**src/rtl/sample_score_pkg.sv**
```systemverilog
package sample_score_pkg;

  typedef enum logic {
    MODE_COUNT = 1'b0,
    MODE_READ  = 1'b1
  } score_mode_e;

endpackage

```
**src/rtl/sample_score_sync.sv**
```systemverilog
module sample_score_sync #(
  parameter int STAGES = 2
) (
  input  logic clk,
  input  logic rst,
  input  logic d_i,
  output logic q_o
);

  logic [STAGES-1:0] chain_q;

  always_ff @(posedge clk) begin
    if (rst) chain_q <= '0;
    else     chain_q <= {chain_q[STAGES-2:0], d_i};
  end

  assign q_o = chain_q[STAGES-1];

endmodule

```
**src/rtl/sample_score_launch.sv**
```systemverilog
module sample_score_launch #(
  parameter int LAT = 4
) (
  input  logic clk,
  input  logic rst,
  output logic probe_o,
  output logic due_o
);

  logic           toggle_q;
  logic [LAT-1:0] line_q;

  always_ff @(posedge clk) begin
    if (rst) toggle_q <= 1'b0;
    else     toggle_q <= ~toggle_q;
  end

  generate
    if (LAT == 1) begin : g_line_single
      always_ff @(posedge clk) begin
        if (rst) line_q <= '0;
        else     line_q <= toggle_q;
      end
    end else begin : g_line_multi
      always_ff @(posedge clk) begin
        if (rst) line_q <= '0;
        else     line_q <= {line_q[LAT-2:0], toggle_q};
      end
    end
  endgenerate

  assign probe_o = toggle_q;
  assign due_o   = line_q[LAT-1];

  // the probe flips on every clock once out of reset
  p_probe_flips_r1: assert property (@(posedge clk) disable iff (rst)
    !rst |=> probe_o != $past(probe_o));

endmodule

```
**src/rtl/sample_score_tally.sv**
```systemverilog
module sample_score_tally #(
  parameter int CNT_W  = 13,
  parameter int SNAP_W = 10
) (
  input  logic              clk,
  input  logic              rst,
  input  logic              active_i,
  input  logic              due_i,
  input  logic              capture_i,
  output logic              load_o,
  output logic [SNAP_W-1:0] snap_o
);

  localparam int SNAP_LSB = CNT_W - SNAP_W;

  logic [CNT_W-1:0]  ref_q;
  logic [CNT_W-1:0]  hit_q;
  logic [SNAP_W-1:0] snap_q;
  logic              load_q;
  logic              graded;
  logic              wrap;
  logic              match;

  assign graded = active_i & due_i;
  assign wrap   = graded & (&ref_q);
  assign match  = graded & capture_i & ~wrap;

  always_ff @(posedge clk) begin
    if (rst) begin
      ref_q  <= '0;
      hit_q  <= '0;
      snap_q <= '0;
      load_q <= 1'b0;
    end else begin
      load_q <= wrap;
      if (graded) ref_q <= ref_q + 1'b1;
      if (wrap) begin
        snap_q <= hit_q[CNT_W-1:SNAP_LSB];
        hit_q  <= '0;
      end else if (match) begin
        hit_q <= hit_q + 1'b1;
      end
    end
  end

  assign load_o = load_q;
  assign snap_o = snap_q;

  // the slot counter moves only on graded slots, by exactly one
  p_ref_idle_r3: assert property (@(posedge clk) disable iff (rst)
    !graded |=> ref_q == $past(ref_q));
  p_ref_step_r3: assert property (@(posedge clk) disable iff (rst)
    graded |=> ref_q == $past(ref_q) + 1'b1);
  // matches never exceed graded slots in a period; a wrap restarts the count
  p_hit_bound_r4: assert property (@(posedge clk) disable iff (rst)
    hit_q <= ref_q);
  p_clear_on_wrap_r4: assert property (@(posedge clk) disable iff (rst)
    wrap |=> hit_q == '0);
  // the score changes only together with a load pulse
  p_snap_only_on_load_r4: assert property (@(posedge clk) disable iff (rst)
    !load_o |-> snap_o == $past(snap_o));

endmodule

```
**src/rtl/sample_score_readout.sv**
```systemverilog
module sample_score_readout #(
  parameter int SNAP_W = 10
) (
  input  logic              clk,
  input  logic              rst,
  input  logic              read_i,
  input  logic              step_i,
  input  logic              load_i,
  input  logic [SNAP_W-1:0] snap_i,
  output logic              scan_o
);

  logic [SNAP_W-1:0] shreg_q;

  always_ff @(posedge clk) begin
    if (rst) begin
      shreg_q <= '0;
    end else if (read_i) begin
      if (step_i) shreg_q <= {shreg_q[SNAP_W-2:0], 1'b0};
    end else if (load_i) begin
      shreg_q <= snap_i;
    end
  end

  assign scan_o = shreg_q[SNAP_W-1];

  // with no scan edge in readout, the register holds
  p_hold_idle_r6: assert property (@(posedge clk) disable iff (rst)
    (read_i && !step_i) |=> shreg_q == $past(shreg_q));
  // in count mode only a load may change the register
  p_count_no_shift_r7: assert property (@(posedge clk) disable iff (rst)
    (!read_i && !load_i) |=> shreg_q == $past(shreg_q));
  // a scan edge moves the next bit to the top and fills with 0
  p_shift_r6: assert property (@(posedge clk) disable iff (rst)
    (read_i && step_i) |=> shreg_q == {$past(shreg_q[SNAP_W-2:0]), 1'b0});

endmodule

```
**src/rtl/sample_score.sv**
```systemverilog
module sample_score
  import sample_score_pkg::*;
#(
  parameter int CNT_W       = 13,
  parameter int SNAP_W      = 10,
  parameter int LAT         = 4,
  parameter int SYNC_STAGES = 2
) (
  input  logic clk,
  input  logic rst,
  input  logic read_mode_i,
  input  logic scan_clk_i,
  input  logic capture_i,
  output logic probe_o,
  output logic scan_o
);

  logic              mode_s;
  logic              scan_s;
  logic              scan_prev_q;
  logic              scan_rise;
  logic              due;
  logic              load;
  logic [SNAP_W-1:0] snap;
  score_mode_e       mode;

  sample_score_sync #(.STAGES(SYNC_STAGES)) u_mode_sync (
    .clk (clk), .rst (rst), .d_i (read_mode_i), .q_o (mode_s)
  );

  sample_score_sync #(.STAGES(SYNC_STAGES)) u_scan_sync (
    .clk (clk), .rst (rst), .d_i (scan_clk_i), .q_o (scan_s)
  );

  always_ff @(posedge clk) begin
    if (rst) scan_prev_q <= 1'b0;
    else     scan_prev_q <= scan_s;
  end

  assign scan_rise = scan_s & ~scan_prev_q;
  assign mode      = score_mode_e'(mode_s);

  sample_score_launch #(.LAT(LAT)) u_launch (
    .clk (clk), .rst (rst), .probe_o (probe_o), .due_o (due)
  );

  sample_score_tally #(.CNT_W(CNT_W), .SNAP_W(SNAP_W)) u_tally (
    .clk       (clk),
    .rst       (rst),
    .active_i  (mode == MODE_COUNT),
    .due_i     (due),
    .capture_i (capture_i),
    .load_o    (load),
    .snap_o    (snap)
  );

  sample_score_readout #(.SNAP_W(SNAP_W)) u_readout (
    .clk    (clk),
    .rst    (rst),
    .read_i (mode == MODE_READ),
    .step_i (scan_rise),
    .load_i (load),
    .snap_i (snap),
    .scan_o (scan_o)
  );

  // no load pulse reaches the readout while readout is in effect
  p_no_load_in_read_r5: assert property (@(posedge clk) disable iff (rst)
    (mode == MODE_READ && $past(mode) == MODE_READ) |-> !load);

endmodule

```
**config.mk**
```make
export PLATFORM = sky130hd
export DESIGN_NAME = sample_score
export DESIGN_NICKNAME = d
export VERILOG_FILES = /design/src/rtl/sample_score_pkg.sv /design/src/rtl/sample_score_sync.sv /design/src/rtl/sample_score_launch.sv /design/src/rtl/sample_score_tally.sv /design/src/rtl/sample_score_readout.sv /design/src/rtl/sample_score.sv
export SDC_FILE = /design/constraint.sdc
export NUM_CORES = 1
export LEC_CHECK = 0
export CAP_MARGIN = 15
export CORE_ASPECT_RATIO = 1.5
export CORE_UTILIZATION = 28
export CTS_CLUSTER_SIZE = 14
export DETAILED_ROUTE_END_ITERATION = 16
export DONT_BUFFER_PORTS = 1
export PLACE_DENSITY = 0.48
export SETUP_SLACK_MARGIN = 0.05
export SYNTH_ARGS = -nofsm -noshare
export SYNTH_HDL_FRONTEND = slang
export SYNTH_SLANG_ARGS = --single-unit
```
**constraint.sdc**
```tcl
create_clock -name clk -period 1.93 [get_ports clk]
set_input_delay 0.579 -clock clk [delete_from_list [all_inputs] [get_ports clk]]
set_output_delay 0.579 -clock clk [all_outputs]
set_load 0.05 [all_outputs]
```
==> impl_metrics.toml <==
[routing]
antenna_left = 0
finalWirelength_um = 3910
firstDrtPassIters = 4
drc_errors = 0
dr.first_iter.drc_count = 43
vias = 1551
vias_per_cell = 4.575
routedWlPerCell_um = 11.53

[global_route]
overflow = 0
antenna_found_initial = 0
grt_pass1_vias = 1611
grt_pass1_wl_um = 7065
grt_max_degree = 37
grt.total_usage_pct = 11.21

[synthesis]
syn_nets = 234
ys_seq_elements = 57
yosys_warnings = 0
async_flop_share_pct = 0
synthCells = 227
netlist_area_mm2 = 0.002241
ys_seq_area_share_pct = 50.92
synth_flop_cell = "dfxtp_1"
synth-edff-count = 0
syn_area_per_cell_um2 = 9.872
synthDistinctLibCells = 33

[clocking]
cts_setup_buffers = 0
ctsLongestPathBuffers = 2
worstSkewPairLatency_ns = 0.32
cts_tree = "done"
numCtsBuffers = 9
clockRootBuffer = "clkbuf_16"
clkTransAtPathRegs_ns = 0.05
cts_sinks = 57
h-tree-depth = 3
cts-hold-fix-buffers = 0

[critical_path]
critPathKind = "reg2reg"
worst-path-max-fanout = 10
start_kind = "register"
crit_required_ns = 2.14
endpoint_kind = "register"
arrival_ns = 1.85

[floorplan]
fp.dieW_um = 75.05
die_y_um = 111.6
start_util_pct = 29.25
core-area_mm2 = 0.007661
dieArea_mm2 = 0.008372
num_io_pins = 7
rows = 39

[power_and_ir_drop]
ir_drop_v = 0.0006645
power.leakage_uw = 0.0008757
power_switching_uw = 525.3
comb_power_share_pct = 1.2
power_switching_share_pct = 19.75
internal-power_uw = 2134
power_density_mw_per_mm2 = 1017
p_seq_share_pct = 45.2
p_clk_share_pct = 53.6

[placed_design]
port_buffers = 0
gp_congestion = 0.7293
hpwl_um = 2772
placed_cells = 323

[sta]
fin_skew_ns = 0.005590
tightest_slew_ns = 0.5173
relSlewSlack_pct = 65.47
period_share_pct = 85.20
setup_viol = 0
finalHoldViolCount = 0
rsz0062_at_grt = "false"
setup_tns_ns = 0
drv_slew = 0
max_freq_mhz = 608.2
finalCriticalPeriod_ns = 1.644

[min_path]
min_path_type = "in2reg"

[final_layout]
multi_input_area_mm2 = 0.001022
fillers = 799
area_growth_pct = 16.69
drive_gt1_share_pct = 11.39
instances_no_fill = 339
seq_area_mm2 = 0.001141
nets = 239
diodes = 0

[run_status]
outcome = "finished, final reports clean"

[job]
maxCapViolCount = 0
==> path summary, 6_finish.rpt <==
kind / startpoint / endpoint / slack, ns / depth (start not counted)
max: u_tally.ref_q[0]$_SDFFE_PP0P_ / u_tally.snap_o[0]$_SDFFE_PP0P_ / 0.29 / 5
min: rst / u_launch.line_q[2]$_SDFF_PP0_ / 0.33 / 1
max reg2reg: u_tally.ref_q[0]$_SDFFE_PP0P_ / u_tally.snap_o[0]$_SDFFE_PP0P_ / 0.29 / 5
min reg2reg: u_launch.line_q[0]$_SDFF_PP0_ / u_launch.line_q[1]$_SDFF_PP0_ / 0.43 / 1
==> cell type report <==
cell class | instances | area share [%]
Sequential cell | 57 | 43.64
Clock buffer | 13 | 9.952
Clock inverter | 3 | 0.5742
Tap cell | 102 | 4.880
Inverter | 5 | 0.7177
Multi-Input combinational cell | 155 | 39.09
Timing Repair Buffer | 4 | 1.148
==> placed cells by master, fill, tap and decap left out, types with 2 or more instances in the layout <==
master / netlist / routed
dfxtp_1: 57 / 57
nor2_1: 34 / 34
xnor2_1: 18 / 18
nand2_1: 11 / 11
nand3_1: 10 / 10
nor2b_1: 10 / 10
mux2i_1: 9 / 9
a211oi_1: 9 / 9
a22o_1: 9 / 9
clkbuf_16: 0 / 9
nor3_1: 8 / 8
nor4_1: 7 / 7
nand4_1: 5 / 5
inv_1: 5 / 5
xor2_1: 4 / 4
a21oi_1: 4 / 4
buf_4: 0 / 4
or3_1: 3 / 3
clkinv_2: 0 / 3
o21ai_0: 2 / 2
ha_1: 2 / 2
clkbuf_8: 1 / 2
clkbuf_1: 4 / 2
==> worst max-delay path: stages (launching register included) <==
cell and delay (ns):
dfxtp_1 0.36, ha_1 0.21, nand3_1 0.20, nor4_4 0.28
a21oi_2 0.20, a22o_2 0.29
==> cell usage after synthesis (2+ instances only) <==
cell type	count	share of area, %
a211oi_1	9	3.0
a21oi_1	4	0.89
a22o_1	9	3.5
buf_2	3	0.67
clkbuf_1	4	0.67
dfxtp_1	57	51
ha_1	2	1.1
inv_1	5	0.84
mux2i_1	9	4.0
nand2_1	11	1.8
nand3_1	10	2.2
nand4_1	5	1.4
nor2_1	34	5.7
nor2b_1	10	2.8
nor3_1	8	1.8
nor4_1	7	2.0
o21ai_0	2	0.45
or3_1	3	0.84
xnor2_1	18	7.0
xor2_1	4	1.6
==> timing repair <==
action,4_1_cts,5_1_grt
setup endpoints to repair,0,13
endpoints found under the hold margin,0,0
resized for setup,0,1
==> cell families after synthesis <==
| group | after synthesis | share of synthesized area [%] |
|---|---|---|
| and+or+nand+nor | 93 | 21.72 |
| muxes | 9 | 4.020 |
| AOI/OAI and AO/OA | 29 | 10.11 |
| DFF | 57 | 50.92 |
| xor gates and xnor gates | 22 | 8.598 |
| buffers and inverters | 15 | 3.517 |
| adders and majority gates | 2 | 1.117 |
==> state kept, by name (all words and copies together) (netlist names) <==
name,count
u_tally.hit_q,13
u_tally.ref_q,13
u_readout.shreg_q,10
u_tally.snap_o,10
u_launch.line_q,4
u_mode_sync.chain_q,2
u_scan_sync.chain_q,2
scan_prev_q,1
u_launch.probe_o,1
u_tally.load_o,1
==> power groups by stage <==
stage	Combinational [µW]	Sequential [µW]	Clock, µW
floorplan	40.0	1220	0
global placement	32.5	1230	0
detailed placement	32.4	1230	0
CTS	32.5	1200	1460
global route	35.5	1200	1530
finish	31.7	1200	1430
==> routing by layer <==
metal / part of all wire, % / GRT usage (%) / vias to the layer above
met4: 2.8 / 7.799 / 0
li1: - / - / 801
met1: 44 / 12.09 / 727
met3: 2.8 / 3.529 / 10
met5: 0 / 0 / -
met2: 50 / 18.02 / 13
==> stage by stage <==
stage / utilization [%] / instance area [µm²] / setup slack [ns] / hold slack, ns / power [µW]
global placement: 30.52 / 2338 / 0.1392 / 0.4148 / 1258
finish: 34.13 / 2615 / 0.2857 / 0.3270 / 2660
global route: 34.13 / 2615 / 0.09479 / 0.3159 / 2765
detailed placement: 30.52 / 2338 / 0.09430 / 0.4262 / 1259
floorplan: - / 2241 / 0.3566 / 0.4138 / 1264
CTS: 34.12 / 2614 / 0.07268 / 0.3176 / 2700
Power figures use the tool's default switching activity.
